<file path="src/rtl/hsc_pkg.sv">
package hsc_pkg;
  localparam int unsigned IDX_W = 10;

  localparam logic [1:0] ADDR_CMD  = 2'd0;
  localparam logic [1:0] ADDR_STAT = 2'd1;
  localparam logic [1:0] ADDR_IEN  = 2'd2;

  localparam int unsigned CMD_ASYNC    = 0;
  localparam int unsigned CMD_PERIODIC = 1;
  localparam int unsigned CMD_SIZE_LO  = 2;
  localparam int unsigned CMD_DOORBELL = 4;
  localparam int unsigned CMD_PARK_LO  = 6;
  localparam int unsigned CMD_PARK_EN  = 8;
  localparam int unsigned CMD_SIZE_HI  = 15;

  localparam int unsigned ST_ADV    = 0;
  localparam int unsigned ST_PARKER = 1;
  localparam int unsigned ST_DBERR  = 2;

  localparam logic [1:0] PARK_RESET = 2'd3;

  typedef struct packed {
    logic       async_en;
    logic       periodic_en;
    logic       park_en;
    logic [1:0] park_cnt;
    logic [2:0] size_code;
    logic       doorbell;
  } cmd_fields_t;
endpackage

</file>
<file path="src/rtl/hsc_cmd_regs.sv">
module hsc_cmd_regs
  import hsc_pkg::*;
#(
  parameter bit PROG_FRAME_LIST = 1'b1
) (
  input  logic        clk,
  input  logic        rst_n,
  input  logic        wr_cmd,
  input  logic [31:0] wdata,
  input  logic        db_clear,
  output cmd_fields_t fields,
  output logic        db_err_set,
  output logic        park_err_set
);
  logic async_en, periodic_en, park_en, doorbell;
  logic [1:0] park_cnt;
  logic [2:0] size_code;
  logic park_bad, db_ring;

  always_comb begin
    park_bad     = wr_cmd && wdata[CMD_PARK_EN] && (wdata[CMD_PARK_LO +: 2] == 2'd0);
    db_ring      = wr_cmd && wdata[CMD_DOORBELL];
    db_err_set   = db_ring && !async_en;
    park_err_set = park_bad;
  end

  always_ff @(posedge clk or negedge rst_n) begin
    if (!rst_n) begin
      async_en    <= 1'b0;
      periodic_en <= 1'b0;
      park_en     <= 1'b0;
      park_cnt    <= PARK_RESET;
    end else if (wr_cmd) begin
      async_en    <= wdata[CMD_ASYNC];
      periodic_en <= wdata[CMD_PERIODIC];
      if (!park_bad) begin
        park_en  <= wdata[CMD_PARK_EN];
        park_cnt <= wdata[CMD_PARK_LO +: 2];
      end
    end
  end

  always_ff @(posedge clk or negedge rst_n) begin
    if (!rst_n)                   doorbell <= 1'b0;
    else if (db_ring && async_en) doorbell <= 1'b1;
    else if (db_clear)            doorbell <= 1'b0;
  end

  generate
    if (PROG_FRAME_LIST) begin : g_size_rw
      always_ff @(posedge clk or negedge rst_n) begin
        if (!rst_n)      size_code <= 3'd0;
        else if (wr_cmd) size_code <= {wdata[CMD_SIZE_HI], wdata[CMD_SIZE_LO +: 2]};
      end
    end else begin : g_size_fixed
      assign size_code = 3'd0;
    end
  endgenerate

  assign fields = '{async_en: async_en, periodic_en: periodic_en, park_en: park_en,
                    park_cnt: park_cnt, size_code: size_code, doorbell: doorbell};

  a_r3_park_nonzero: assert property (@(posedge clk) disable iff (!rst_n)
    park_en |-> (park_cnt != 2'd0));
  a_r4_db_needs_write: assert property (@(posedge clk) disable iff (!rst_n)
    $rose(doorbell) |-> $past(wr_cmd && wdata[CMD_DOORBELL] && async_en));
  a_r5_db_clear_by_hw: assert property (@(posedge clk) disable iff (!rst_n)
    $fell(doorbell) |-> $past(db_clear));
endmodule

</file>
<file path="src/rtl/hsc_adv_ctrl.sv">
module hsc_adv_ctrl
  import hsc_pkg::*;
(
  input  logic       clk,
  input  logic       rst_n,
  input  logic       wr_stat,
  input  logic       wr_ien,
  input  logic [2:0] wdata,
  input  logic       doorbell,
  input  logic       evict_done,
  input  logic       tick,
  input  logic       db_err_set,
  input  logic       park_err_set,
  output logic [2:0] status,
  output logic       ien,
  output logic       irq,
  output logic       db_clear
);
  logic [2:0] status_nx, w1c, set_v;
  logic ien_nx, flag_set;

  always_comb begin
    flag_set  = doorbell && evict_done;
    set_v     = '0;
    set_v[ST_ADV]    = flag_set;
    set_v[ST_PARKER] = park_err_set;
    set_v[ST_DBERR]  = db_err_set;
    w1c       = wr_stat ? wdata : 3'b000;
    status_nx = set_v | (status & ~w1c);
    ien_nx    = wr_ien ? wdata[0] : ien;
  end

  always_ff @(posedge clk or negedge rst_n) begin
    if (!rst_n) begin
      status   <= '0;
      ien      <= 1'b0;
      irq      <= 1'b0;
      db_clear <= 1'b0;
    end else begin
      status   <= status_nx;
      ien      <= ien_nx;
      db_clear <= flag_set;
      if (!(status_nx[ST_ADV] && ien_nx)) irq <= 1'b0;
      else if (tick)                      irq <= 1'b1;
    end
  end

  a_r5_clear_after_flag: assert property (@(posedge clk) disable iff (!rst_n)
    db_clear |-> status[ST_ADV]);
  a_r7_irq_on_tick: assert property (@(posedge clk) disable iff (!rst_n)
    $rose(irq) |-> $past(tick));
  a_r7_irq_qualified: assert property (@(posedge clk) disable iff (!rst_n)
    irq |-> (status[ST_ADV] && ien));
  a_r6_flag_w1c: assert property (@(posedge clk) disable iff (!rst_n)
    $fell(status[ST_ADV]) |-> $past(wr_stat && wdata[ST_ADV]));
endmodule

</file>
<file path="src/rtl/hsc_frame_index.sv">
module hsc_frame_index
  import hsc_pkg::*;
#(
  parameter int unsigned FCNT_W = 13
) (
  input  logic [FCNT_W-1:0] frame_cnt,
  input  logic [2:0]        size_code,
  output logic [IDX_W-1:0]  frame_idx
);
  localparam int unsigned UF_BITS = 3;
  logic [IDX_W-1:0] mask;
  logic [UF_BITS-1:0] unused_uframe;

  always_comb begin
    mask          = {IDX_W{1'b1}} >> size_code;
    frame_idx     = frame_cnt[UF_BITS +: IDX_W] & mask;
    unused_uframe = frame_cnt[UF_BITS-1:0];
  end

  always_comb begin
    a_r11_idx_in_range: assert ((frame_idx >> (IDX_W - int'(size_code))) == '0);
  end
endmodule

</file>
<file path="src/rtl/hsc_sched_cmd.sv">
module hsc_sched_cmd
  import hsc_pkg::*;
#(
  parameter bit          PROG_FRAME_LIST = 1'b1,
  parameter int unsigned FCNT_W          = 13
) (
  input  logic              clk,
  input  logic              rst_n,
  input  logic              reg_wr,
  input  logic [1:0]        reg_addr,
  input  logic [31:0]       reg_wdata,
  output logic [31:0]       reg_rdata,
  input  logic              evict_done_i,
  input  logic              thresh_tick_i,
  input  logic [FCNT_W-1:0] frame_cnt_i,
  output logic              async_en_o,
  output logic              periodic_en_o,
  output logic              park_en_o,
  output logic [1:0]        park_cnt_o,
  output logic              doorbell_o,
  output logic              irq_o,
  output logic [IDX_W-1:0]  frame_idx_o
);
  cmd_fields_t f;
  logic wr_cmd, wr_stat, wr_ien, db_clear, db_err_set, park_err_set, ien;
  logic [2:0] status;
  logic [31:0] cmd_word;

  assign wr_cmd  = reg_wr && (reg_addr == ADDR_CMD);
  assign wr_stat = reg_wr && (reg_addr == ADDR_STAT);
  assign wr_ien  = reg_wr && (reg_addr == ADDR_IEN);

  hsc_cmd_regs #(.PROG_FRAME_LIST(PROG_FRAME_LIST)) u_cmd (
    .clk(clk), .rst_n(rst_n), .wr_cmd(wr_cmd), .wdata(reg_wdata),
    .db_clear(db_clear), .fields(f),
    .db_err_set(db_err_set), .park_err_set(park_err_set));

  hsc_adv_ctrl u_adv (
    .clk(clk), .rst_n(rst_n), .wr_stat(wr_stat), .wr_ien(wr_ien),
    .wdata(reg_wdata[2:0]), .doorbell(f.doorbell), .evict_done(evict_done_i),
    .tick(thresh_tick_i), .db_err_set(db_err_set), .park_err_set(park_err_set),
    .status(status), .ien(ien), .irq(irq_o), .db_clear(db_clear));

  hsc_frame_index #(.FCNT_W(FCNT_W)) u_idx (
    .frame_cnt(frame_cnt_i), .size_code(f.size_code), .frame_idx(frame_idx_o));

  always_comb begin
    cmd_word = '0;
    cmd_word[CMD_ASYNC]          = f.async_en;
    cmd_word[CMD_PERIODIC]       = f.periodic_en;
    cmd_word[CMD_SIZE_LO +: 2]   = f.size_code[1:0];
    cmd_word[CMD_DOORBELL]       = f.doorbell;
    cmd_word[CMD_PARK_LO +: 2]   = f.park_cnt;
    cmd_word[CMD_PARK_EN]        = f.park_en;
    cmd_word[CMD_SIZE_HI]        = f.size_code[2];
    unique case (reg_addr)
      ADDR_CMD:  reg_rdata = cmd_word;
      ADDR_STAT: reg_rdata = {29'd0, status};
      ADDR_IEN:  reg_rdata = {31'd0, ien};
      default:   reg_rdata = '0;
    endcase
  end

  assign async_en_o    = f.async_en;
  assign periodic_en_o = f.periodic_en;
  assign park_en_o     = f.park_en;
  assign park_cnt_o    = f.park_cnt;
  assign doorbell_o    = f.doorbell;

  a_r10_light_reset_zero: assert property (@(posedge clk) disable iff (!rst_n)
    (reg_addr == ADDR_CMD) |-> (reg_rdata[5] == 1'b0));
endmodule

</file>
<file path="config.mk">
export PLATFORM = sky130hd
export DESIGN_NAME = hsc_sched_cmd
export DESIGN_NICKNAME = d
export VERILOG_FILES = /design/src/rtl/hsc_pkg.sv /design/src/rtl/hsc_cmd_regs.sv /design/src/rtl/hsc_adv_ctrl.sv /design/src/rtl/hsc_frame_index.sv /design/src/rtl/hsc_sched_cmd.sv
export SDC_FILE = /design/constraint.sdc
export NUM_CORES = 1
export LEC_CHECK = 0
export BUFFER_PORTS_ARGS = -buffer_cell sky130_fd_sc_hd__buf_2
export CORE_ASPECT_RATIO = 1.75
export CORE_MARGIN = 2
export CORE_UTILIZATION = 32
export DETAILED_ROUTE_END_ITERATION = 16
export PLACE_DENSITY = 0.82
export SLEW_MARGIN = 5
export SYNTH_ARGS = -nofsm -noshare
export SYNTH_HDL_FRONTEND = slang
export SYNTH_SLANG_ARGS = --single-unit
</file>
<file path="constraint.sdc">
create_clock -name clk -period 0.9 [get_ports clk]
set_input_delay 0.135 -clock clk [delete_from_list [all_inputs] [get_ports clk]]
set_output_delay 0.135 -clock clk [all_outputs]
set_load 0.01 [all_outputs]
</file>
==> results of run 1 <==
## per-stage QoR
| stage | cells | setup TNS, ns | utilization, % |
|---|---|---|---|
| final | 207 | -5.51 | 49.0 |
| after global routing | 207 | -6.46 | 49.0 |
| after CTS | 203 | -5.39 | 46.3 |
| after detailed placement | 193 | -3.75 | 41.0 |
| after global placement | 193 | -3.30 | 41.0 |
| after floorplan | 123 | -0.822 | - |
## cell usage in the layout (no fill, tap or decap), drive strengths merged, types with 2 or more instances in the layout
cell and instances:
and2 5, inv 6, nand3b 2, dfrtp 13
conb 23, nor3b 3, mux2i 3, nor3 2
nand2 4, a22o 3, clkbuf 3, buf 68
o21ai 3, dfstp 2, mux2 6, nor2 3
a31oi 2
## cell families after synthesis
logic type | share of synthesized area, %
AOI/OAI and AO/OA | 11.4
buffers and inverters | 26.0
DFF | 36.3
muxes | 11.2
other | 0.361
and+or+nand+nor | 14.7
## layout make-up
class | instances | area share (%)
Clock buffer | 3 | 2.68
Multi-Input combinational cell | 70 | 34.6
Clock inverter | 1 | 0.325
Inverter | 6 | 1.46
Sequential cell | 15 | 24.8
Timing Repair Buffer | 69 | 32.7
Tap cell | 43 | 3.50
## flip-flops by register name (all words and copies together) (netlist names)
register / flops
u_cmd.size_code: 3
u_adv.db_clear: 1
u_cmd.async_en: 1
u_cmd.doorbell: 1
u_adv.ien: 1
u_adv.status: 3
u_cmd.park_en: 1
u_cmd.periodic_en: 1
u_adv.irq: 1
u_cmd.park_cnt: 2
## layer usage
metal | part of all wire [%] | up-vias
li1 | - | 412
met4 | 0.78 | 0
met1 | 33 | 393
met3 | 9.4 | 2
met2 | 57 | 52
met5 | 0 | -
## worst paths after layout
check	start	end	slack, ns	cells after the start
min in group asynchronous	rst_n	u_cmd.async_en	0.33	2
worst max register to register	u_cmd.doorbell	u_adv.irq	-0.06	4
worst min register to register	u_adv.db_clear	u_cmd.doorbell	0.42	1
worst max-delay path	u_cmd.size_code[1]	frame_idx_o[9]	-0.38	2
max in group asynchronous	rst_n	u_cmd.park_cnt[0]	0.27	2
worst min-delay path	reg_wdata[15]	u_cmd.size_code[2]	0.12	2
## power groups by stage
stage / sequential, W / clock, W / combinational [W]
floorplan: 0.000975 / 0 / 0.000577
global route: 0.00101 / 0.000578 / 0.00126
detailed placement: 0.000989 / 0 / 0.000811
CTS: 0.000997 / 0.000548 / 0.00104
finish: 0.000990 / 0.000547 / 0.00116
global placement: 0.000986 / 0 / 0.000790
## repair_timing
action / CTS / global route
buffers inserted: 5 / 5
hold buffers: 1 / 0
hold endpoints to repair: 13 / 0
endpoints found under the setup margin: 24 / 30
pin swaps: 3 / 1
gates resized for setup: 18 / 20
==> run metrics, run 1 <==
status finished with violations; failing checks setup timing; CTS Root Cell sky130_fd_sc_hd__clkbuf_8; area of the core region 3140 µm²; Port Buffers 45; maximum clock frequency slightly below 800 MHz; count of filler cells inserted in the layout roughly 300; Post-synth EDFFs 0; area of the die approximately 3700 µm²; number of distinct library cells after synthesis 32; Sinks on Clock Net 15; die height around 79 µm; RSZ-0062 raised after global routing true; met3 track demand over resource 4.30%; cell with the largest stage delay on the worst path sky130_fd_sc_hd__dfrtp_2; starting density of the core between 30% and 40%; portion of total power attributed to combinational logic a little over two fifths; post-detailed-route DRC marker count 0; Inserted Clock Buffers 3; combined flip-flop and latch cell area approximately 380 µm²; top cells by count, synth 28 x sky130_fd_sc_hd__buf_4, 13 x sky130_fd_sc_hd__dfrtp_1, 6 x sky130_fd_sc_hd__inv_1; worst stage delay on the critical path approximately 0.47 ns; later-pin clock latency in the skew report around 0.25 ns; most frequent cell after synthesis sky130_fd_sc_hd__buf_4; type of the worst setup path reg2out; antenna diode count 0; Routed Antenna Nets 0; top area cells in the synthesized netlist sky130_fd_sc_hd__dfrtp_1 31%, sky130_fd_sc_hd__buf_4 20%, sky130_fd_sc_hd__mux2_4 7.2%; Area after DPL between 1000 and 1500 µm²; maximum fanout encountered on the critical timing path 8; Via-to-Cell Ratio roughly 4.1; I/O pin count 101; largest voltage drop on the vdd net roughly 0.64 mV; area growth from synthesis to layout 48.0%; critical path startpoint category register; cell area after synthesis around 1000 µm²; cell area after layout around 1500 µm²; Flop pwr share between 30 and 40%; clock transition at the register clock pins on the worst setup and hold paths after CTS 0.06 ns; clk_skew around 0.0012 ns; drt first pass iters 4; setup slack at placement -0.234 ns; proportion of netlist area held by the largest area contributor a little under a third; max-slew violation count 0; Routed WL per cell between 10 and 15 µm; GRT met1 Usage about an eighth; fraction of registers with async set or reset after synthesis 100%; overall track demand over capacity in global routing between 10% and 20%; share of layout cells above drive strength 1 between 60% and 70%; Syn Inst Count 101; least setup slack across all paths after layout -0.382 ns; Yosys top cell by area sky130_fd_sc_hd__dfrtp_1; TritonCTS clock tree yes; DRT iter0 DRCs 11; area taken by multi-input logic gates ~530 µm²; hold slack 0.116 ns; type of the worst min-delay path in2reg; Worst Path Required between 0.7 and 0.8 ns; final routed wirelength across all metal layers approximately 2.4 mm; die width 47.1 µm; largest net degree at the start of global routing 16; flip-flop and latch count after synthesis 15; Tcrit/Tclk final 142%; Worst path top cell family by delay flip-flops; crit end category primary output; post-detailed-placement half-perimeter wirelength 1.84 mm; part of the Yosys area used for sequential elements approximately 36%; NumNets Final approximately 220; busiest layer in global routing met2; min Tclk post-route 1.28 ns; row cnt 27; Hold Fails Final Rpt 0; GR met2 Demand/Resource roughly a quarter; first-pass GRT wire length 3.53 mm; Leak Pwr 0.815 nW; switching portion of total power between 30% and 40%; final setup violating endpoints 25; Worst Path Arrival about 1.2 ns; number of global-route vias before repair around 800; switching power total roughly 0.00088 W; most used flip-flop cell after synthesis sky130_fd_sc_hd__dfrtp_1; number of H-tree levels 1; Internal Dissipation 0.00182 W; final RePlAce weighted congestion roughly 0.74; number of vias after detailed routing approximately 860; deepest clock path buffer count 2; GRT overflow 0; proportion of power drawn by the clock network 20.3%; Power, Total ~0.0027 W; worst-path cell chain nor4b_2, buf_2; mean post-synth cell area ~10 µm²; antenna violations before repair 0; Power per Cell Area 1750 nW/µm²; # Max-Cap Violations 0; WP buf/inv 1; number of warning messages in the yosys log 0
(Power assumes the default switching activity.)
==> run 2: changes to the inputs <==
ABC_AREA = 1   (was unset)
PLACE_DENSITY = 0.83   (was 0.82)
REMOVE_ABC_BUFFERS = 1   (was unset)
==> run 2 against run 1 <==
The run still ends with setup timing left. Combinational power fell by 23%. Cell count rose by 12%. Sequential cell count did not move. Critical endpoint is now frame_idx_o[8]. Highest routed layer unchanged.
==> run metrics, run 2 <==
status finished with violations; failing checks setup timing; antenna diode count 0; largest net degree at the start of global routing 16; maximum clock frequency around 820 MHz; Tcrit/Tclk final 136%; crit end category primary output; Inserted Clock Buffers 3; number of cells in the design after placement 220; combined flip-flop and latch cell area 379 µm²; FF-to-FF setup slack about 0.02 ns; deepest clock path buffer count 2; maximum fanout encountered on the critical timing path 5; Hold Fails Final Rpt 0; Worst path top cell family by delay flip-flops; die height slightly below 80 µm; area of the core region slightly above 3000 µm²; number of warning messages in the yosys log 0; area taken by multi-input logic gates approximately 470 µm²; final RePlAce weighted congestion roughly 0.78; most common library cell in the layout ignoring fill and taps sky130_fd_sc_hd__buf_2; RSZ-0062 raised after global routing true; clock transition at the register clock pins on the worst setup and hold paths after CTS around 0.060 ns; Post-synth EDFFs 0; share of layout cells above drive strength 1 roughly half; first-pass GRT wire length approximately 3.6 mm; worst-path cell chain buf_4, nor2_1, buf_2; mean post-synth cell area a little under 8 µm²; end of the worst register-to-register path u_cmd.doorbell; cell area after synthesis 1020 µm²; Syn Inst Count 131; largest voltage drop on the vdd net 0.503 mV; antenna violations before repair 0; setup slack at placement -0.114 ns; worst stage delay on the critical path between 0.4 and 0.5 ns; count of filler cells inserted in the layout roughly 330; most frequent cell after synthesis sky130_fd_sc_hd__buf_4; cell with the largest stage delay on the worst path sky130_fd_sc_hd__dfrtp_2; Hold Path Origin reg_wdata[3]; critical path startpoint category register; area of the die around 3700 µm²; startpoint of the worst-slack reg-to-reg timing path u_cmd.async_en; DRT iter0 DRCs 19; later-pin clock latency in the skew report 0.24 ns; number of distinct library cells after synthesis 22; WP buf/inv 2; Worst Path Arrival around 1.1 ns; type of the worst setup path reg2out; post-detailed-placement half-perimeter wirelength around 1.8 mm; Yosys top cell by area sky130_fd_sc_hd__dfrtp_1; # Max-Cap Violations 0; NumNets Final 241; Leak Pwr ~0.8 nW; most used flip-flop cell after synthesis sky130_fd_sc_hd__dfrtp_1; number of non-filler instances in the completed layout around 230; row cnt 27; hold-critical path endpoint u_cmd.size_code[1]; least setup slack across all paths after layout -0.320 ns; die width 46.8 µm; final routed wirelength across all metal layers 2.42 mm; utilization after layout around 45%; overall track demand over capacity in global routing between 10% and 20%; number of H-tree levels 1; most used cells in the layout excluding fill and tap cells 42 x sky130_fd_sc_hd__buf_2, 23 x sky130_fd_sc_hd__conb_1, 15 x sky130_fd_sc_hd__nand2_1, 12 x sky130_fd_sc_hd__dfrtp_1, 11 x sky130_fd_sc_hd__inv_1; number of global-route vias before repair approximately 940; fraction of registers with async set or reset after synthesis between 90% and 100%; Routed WL per cell between 10 and 15 µm; Power per Cell Area roughly 1700 nW/µm²; top area cells in the synthesized netlist sky130_fd_sc_hd__dfrtp_1 32%, sky130_fd_sc_hd__buf_4 21%, sky130_fd_sc_hd__inv_1 6.2%; part of the Yosys area used for sequential elements a little under two fifths; area growth from synthesis to layout 36.3%; Sinks on Clock Net 15; max-slew violation count 0; count of cells along the worst hold path 3; Routed Antenna Nets 0; Via-to-Cell Ratio between 4 and 5; I/O pin count roughly 100; top cells by count, synth 28 x sky130_fd_sc_hd__buf_4, 17 x sky130_fd_sc_hd__inv_1, 17 x sky130_fd_sc_hd__nand2_1; flip-flop and latch count after synthesis 15; Worst Path Required approximately 0.76 ns; drt first pass iters 4; CTS Root Cell sky130_fd_sc_hd__clkbuf_8; Port Buffers 45; post-detailed-route DRC marker count 0; GRT overflow 0; final setup violating endpoints 22; starting density of the core about a third; biggest registers after layout u_adv.status x3, u_cmd.size_code x3, u_cmd.park_cnt x2; proportion of netlist area held by the largest area contributor 31.7%; clk_skew about 0.00047 ns; type of the worst min-delay path in2reg; aggregate negative setup slack -4.06 ns; Worst Reg-to-Reg Cells 4; min Tclk post-route 1.22 ns; TritonCTS clock tree yes; number of vias after detailed routing 964
==> run 2: changes by cell type in the layout (fill, tap and decap cells not counted), moves of 5 or more <==
cell,previous run,this run
sky130_fd_sc_hd__inv_1,5,11
sky130_fd_sc_hd__nand2_1,3,15
sky130_fd_sc_hd__inv_2,1,9
sky130_fd_sc_hd__mux2_4,5,0
sky130_fd_sc_hd__nand3_1,0,8
sky130_fd_sc_hd__buf_2,36,42
sky130_fd_sc_hd__buf_4,15,9
sky130_fd_sc_hd__buf_6,16,7
sky130_fd_sc_hd__o21ai_0,1,8
sky130_fd_sc_hd__nor2_1,2,8
==> run 2: metrics by stage <==
step	total power, W	instance area, µm²	hold slack [ns]
floorplan	0.00134	897	-0.161
global placement	0.00165	1230	0.0571
detailed placement	0.00167	1230	0.0584
CTS	0.00235	1360	0.107
global route	0.00256	1400	0.133
finish	0.00238	1400	0.113
==> run 2: worst max-delay path by stage <==
stage	startpoint	end	slack, ns	depth (start not counted)
finish	u_cmd.size_code[2]	frame_idx_o[8]	-0.32	3
global route	u_cmd.size_code[2]	frame_idx_o[8]	-0.38	3
CTS	u_cmd.size_code[2]	frame_idx_o[9]	-0.29	4
detailed placement	u_cmd.size_code[2]	frame_idx_o[3]	-0.11	4
global placement	u_cmd.size_code[1]	frame_idx_o[5]	-0.08	4
floorplan	u_cmd.size_code[1]	frame_idx_o[5]	-0.04	3
==> run 2: kinds of logic (layout without fill, tap and decap cells) <==
kind of cell	count (synthesis)	after routing	synth area share, %
DFF	15	15	36.9
and+or+nand+nor	48	48	24.7
AOI/OAI and AO/OA	18	18	9.64
buffers and inverters	49	84	28.4
other	1	23	0.366
==> run 2: routing by layer <==
metal  GRT usage [%]  wire length, µm  part of all wire, %
met5               0                0                    0
met4            7.50               50                  2.1
met3            3.86              205                  8.5
met2            25.5             1400                   58
met1            10.9              760                   31
==> run 2: final cells by class <==
| class | count | area share [%] |
|---|---|---|
| multi-input combinational | 89 | 33.7 |
| timing repair buffer | 59 | 26.3 |
| tap | 43 | 3.85 |
| sequential | 15 | 27.2 |
| inverter | 21 | 5.82 |
| clock buffer | 4 | 3.23 |
==> run 2: worst register-to-register path, cell delays in order, from the launching register on <==
cell                      delay, ns
sky130_fd_sc_hd__dfrtp_1       0.41
sky130_fd_sc_hd__buf_6         0.14
sky130_fd_sc_hd__buf_6         0.11
sky130_fd_sc_hd__nand3_2       0.06
sky130_fd_sc_hd__o21ai_1       0.06
==> run 2: repair_timing <==
action                                  CTS  global route
endpoints found under the hold margin    13             0
hold buffers                              1             0
gates resized for setup                  17            11
pin swaps                                12             5
setup buffers                             5             1
endpoints found under the setup margin   22            26
==> run 2: power breakdown <==
group          switching (W)  leakage (nW)  internal [W]
Sequential          0.000112         0.179      0.000846
Combinational       0.000477         0.597      0.000416
Clock               0.000215        0.0228      0.000313
Total               0.000804         0.799       0.00157
==> run 3: changes to the inputs <==
CORE_MARGIN = 5   (was 2)
==> run 3 against run 2 <==
The run still ends with setup timing left. Combinational power increased by 24%. Clock skew increased by 0.0034 ns. Cell count rose by 3.0%. Core utilization up 3.5 points. Die area up 21%. Design area rose by 7.7%. Largest power group is now combinational cells.
==> run metrics, run 3 (synthesis results as in run 2) <==
antenna violations before repair 0; Worst Reg-to-Reg Cells 4; # Max-Cap Violations 0; FF-to-FF setup slack -0.01 ns; biggest registers after layout u_adv.status x3, u_cmd.size_code x3, u_cmd.park_cnt x2; Tcrit/Tclk final 132%; CTS Root Cell sky130_fd_sc_hd__clkbuf_8; status finished with violations; Hold Path Origin reg_wdata[3]; final RePlAce weighted congestion between 0.7 and 0.8; drt first pass iters 4; share of layout cells above drive strength 1 54.4%; cell area after layout roughly 1500 µm²; row cnt 27; area growth from synthesis to layout 46.8%; Worst Path Required between 0.7 and 0.8 ns; number of vias after detailed routing 990; Via-to-Cell Ratio between 4 and 5; failing checks setup timing; beginning of the critical path u_cmd.size_code[2]; antenna diode count 0; Port Buffers 45; GRT overflow 0; type of the worst setup path reg2out; area of the core region around 3100 µm²; Leak Pwr around 0.85 nW; Hold Fails Final Rpt 0; area of the die roughly 4500 µm²; least setup slack across all paths after layout -0.291 ns; DRT iter0 DRCs 19; type of the worst min-delay path in2reg; count of cells along the worst hold path 3; Routed WL per cell ~11 µm; largest voltage drop on the vdd net 0.671 mV; Routed Antenna Nets 0; number of global-route vias before repair around 980; later-pin clock latency in the skew report about 0.24 ns; Power per Cell Area around 1700 nW/µm²; TritonCTS clock tree yes; Area after DPL around 1200 µm²; number of H-tree levels 1; maximum clock frequency around 840 MHz; min Tclk post-route 1.19 ns; most common library cell in the layout ignoring fill and taps sky130_fd_sc_hd__buf_2; critical path startpoint category register; first-pass GRT wire length 3.89 mm; RSZ-0062 raised after global routing true; deepest clock path buffer count 2; Sinks on Clock Net 15; count of filler cells inserted in the layout between 200 and 300; I/O pin count 101; NumNets Final roughly 250; max-slew violation count 0; crit end category primary output; Inserted Clock Buffers 3; startpoint of the worst-slack reg-to-reg timing path u_cmd.size_code[2]; die width around 53 µm; die height 84.9 µm; clock transition at the register clock pins on the worst setup and hold paths after CTS 0.06 ns; utilization after layout between 40% and 50%; most used cells in the layout excluding fill and tap cells 40 x sky130_fd_sc_hd__buf_2, 23 x sky130_fd_sc_hd__conb_1, 14 x sky130_fd_sc_hd__buf_6, 13 x sky130_fd_sc_hd__dfrtp_1; final routed wirelength across all metal layers 2.72 mm; hold-critical path endpoint u_cmd.size_code[1]; maximum fanout encountered on the critical timing path 4; post-detailed-route DRC marker count 0; Worst Path Arrival around 1.1 ns; post-detailed-placement half-perimeter wirelength approximately 2.1 mm; largest net degree at the start of global routing 16; overall track demand over capacity in global routing approximately 12%; starting density of the core around a third; final setup violating endpoints 23; end of the worst register-to-register path u_cmd.size_code[2]; clk_skew around 0.0039 ns
## run 3: cell count changes in the layout (fill, tap and decap cells not counted), sizes merged
cell	previous run	this run
buf	58	65
## run 3: repair_timing
action | in CTS | in global routing
gates resized for setup | 20 | 27
hold buffers | 1 | 0
pin swaps | 16 | 9
setup buffers | 6 | 8
setup endpoints to repair | 22 | 30
endpoints found under the hold margin | 13 | 0
gates cloned | 0 | 0
## run 3: layer usage
metal  routed length, µm  vias to the layer above  GRT usage, %  share of wire, %
met4                  44                        0          5.58               1.6
met1                 846                      441          9.24                31
met3                 336                        6          5.62                12
li1                    -                      486             -                 -
met2                1490                       57          21.6                55
met5                   0                        -             0                 0
## run 3: metrics by stage
stage / hold WS, ns / worst slack [ns] / TNS, ns / power [W] / cells
after floorplan: -0.161 / -0.0413 / -0.0413 / 0.00134 / 125
after global placement: 0.0572 / -0.0803 / -0.430 / 0.00166 / 220
after detailed placement: 0.0625 / -0.121 / -0.747 / 0.00168 / 220
after CTS: 0.0971 / -0.302 / -4.00 / 0.00238 / 231
after global routing: 0.123 / -0.346 / -5.30 / 0.00277 / 238
final: 0.112 / -0.291 / -4.00 / 0.00260 / 238
## run 3: final cells by class
cell class	instances	area, µm²	area share (%)
clock buffer	4	45.0	3.00
inverter	21	81.3	5.41
multi-input combinational	89	495	32.9
sequential	15	378	25.1
tap	43	53.8	3.58
timing repair buffer	66	450	30.0
## run 3: worst max-delay path by stage
stage | end | slack, ns | cells after the start
after floorplan | frame_idx_o[5] | -0.04 | 3
after global placement | frame_idx_o[3] | -0.08 | 4
after detailed placement | frame_idx_o[5] | -0.12 | 4
after CTS | frame_idx_o[5] | -0.30 | 4
after global routing | frame_idx_o[5] | -0.35 | 4
final | frame_idx_o[4] | -0.29 | 3
## run 3: worst max-delay path, stage by stage (launching register included)
cell,delay [ns]
sky130_fd_sc_hd__dfrtp_1,0.42
sky130_fd_sc_hd__buf_6,0.15
sky130_fd_sc_hd__a21boi_1,0.10
sky130_fd_sc_hd__buf_2,0.14
## run 3: power breakdown
group | internal (W) | total, W | switching (W)
combinational | 0.000570 | 0.00111 | 0.000541
sequential | 0.000844 | 0.000964 | 0.000120
clock | 0.000313 | 0.000527 | 0.000214
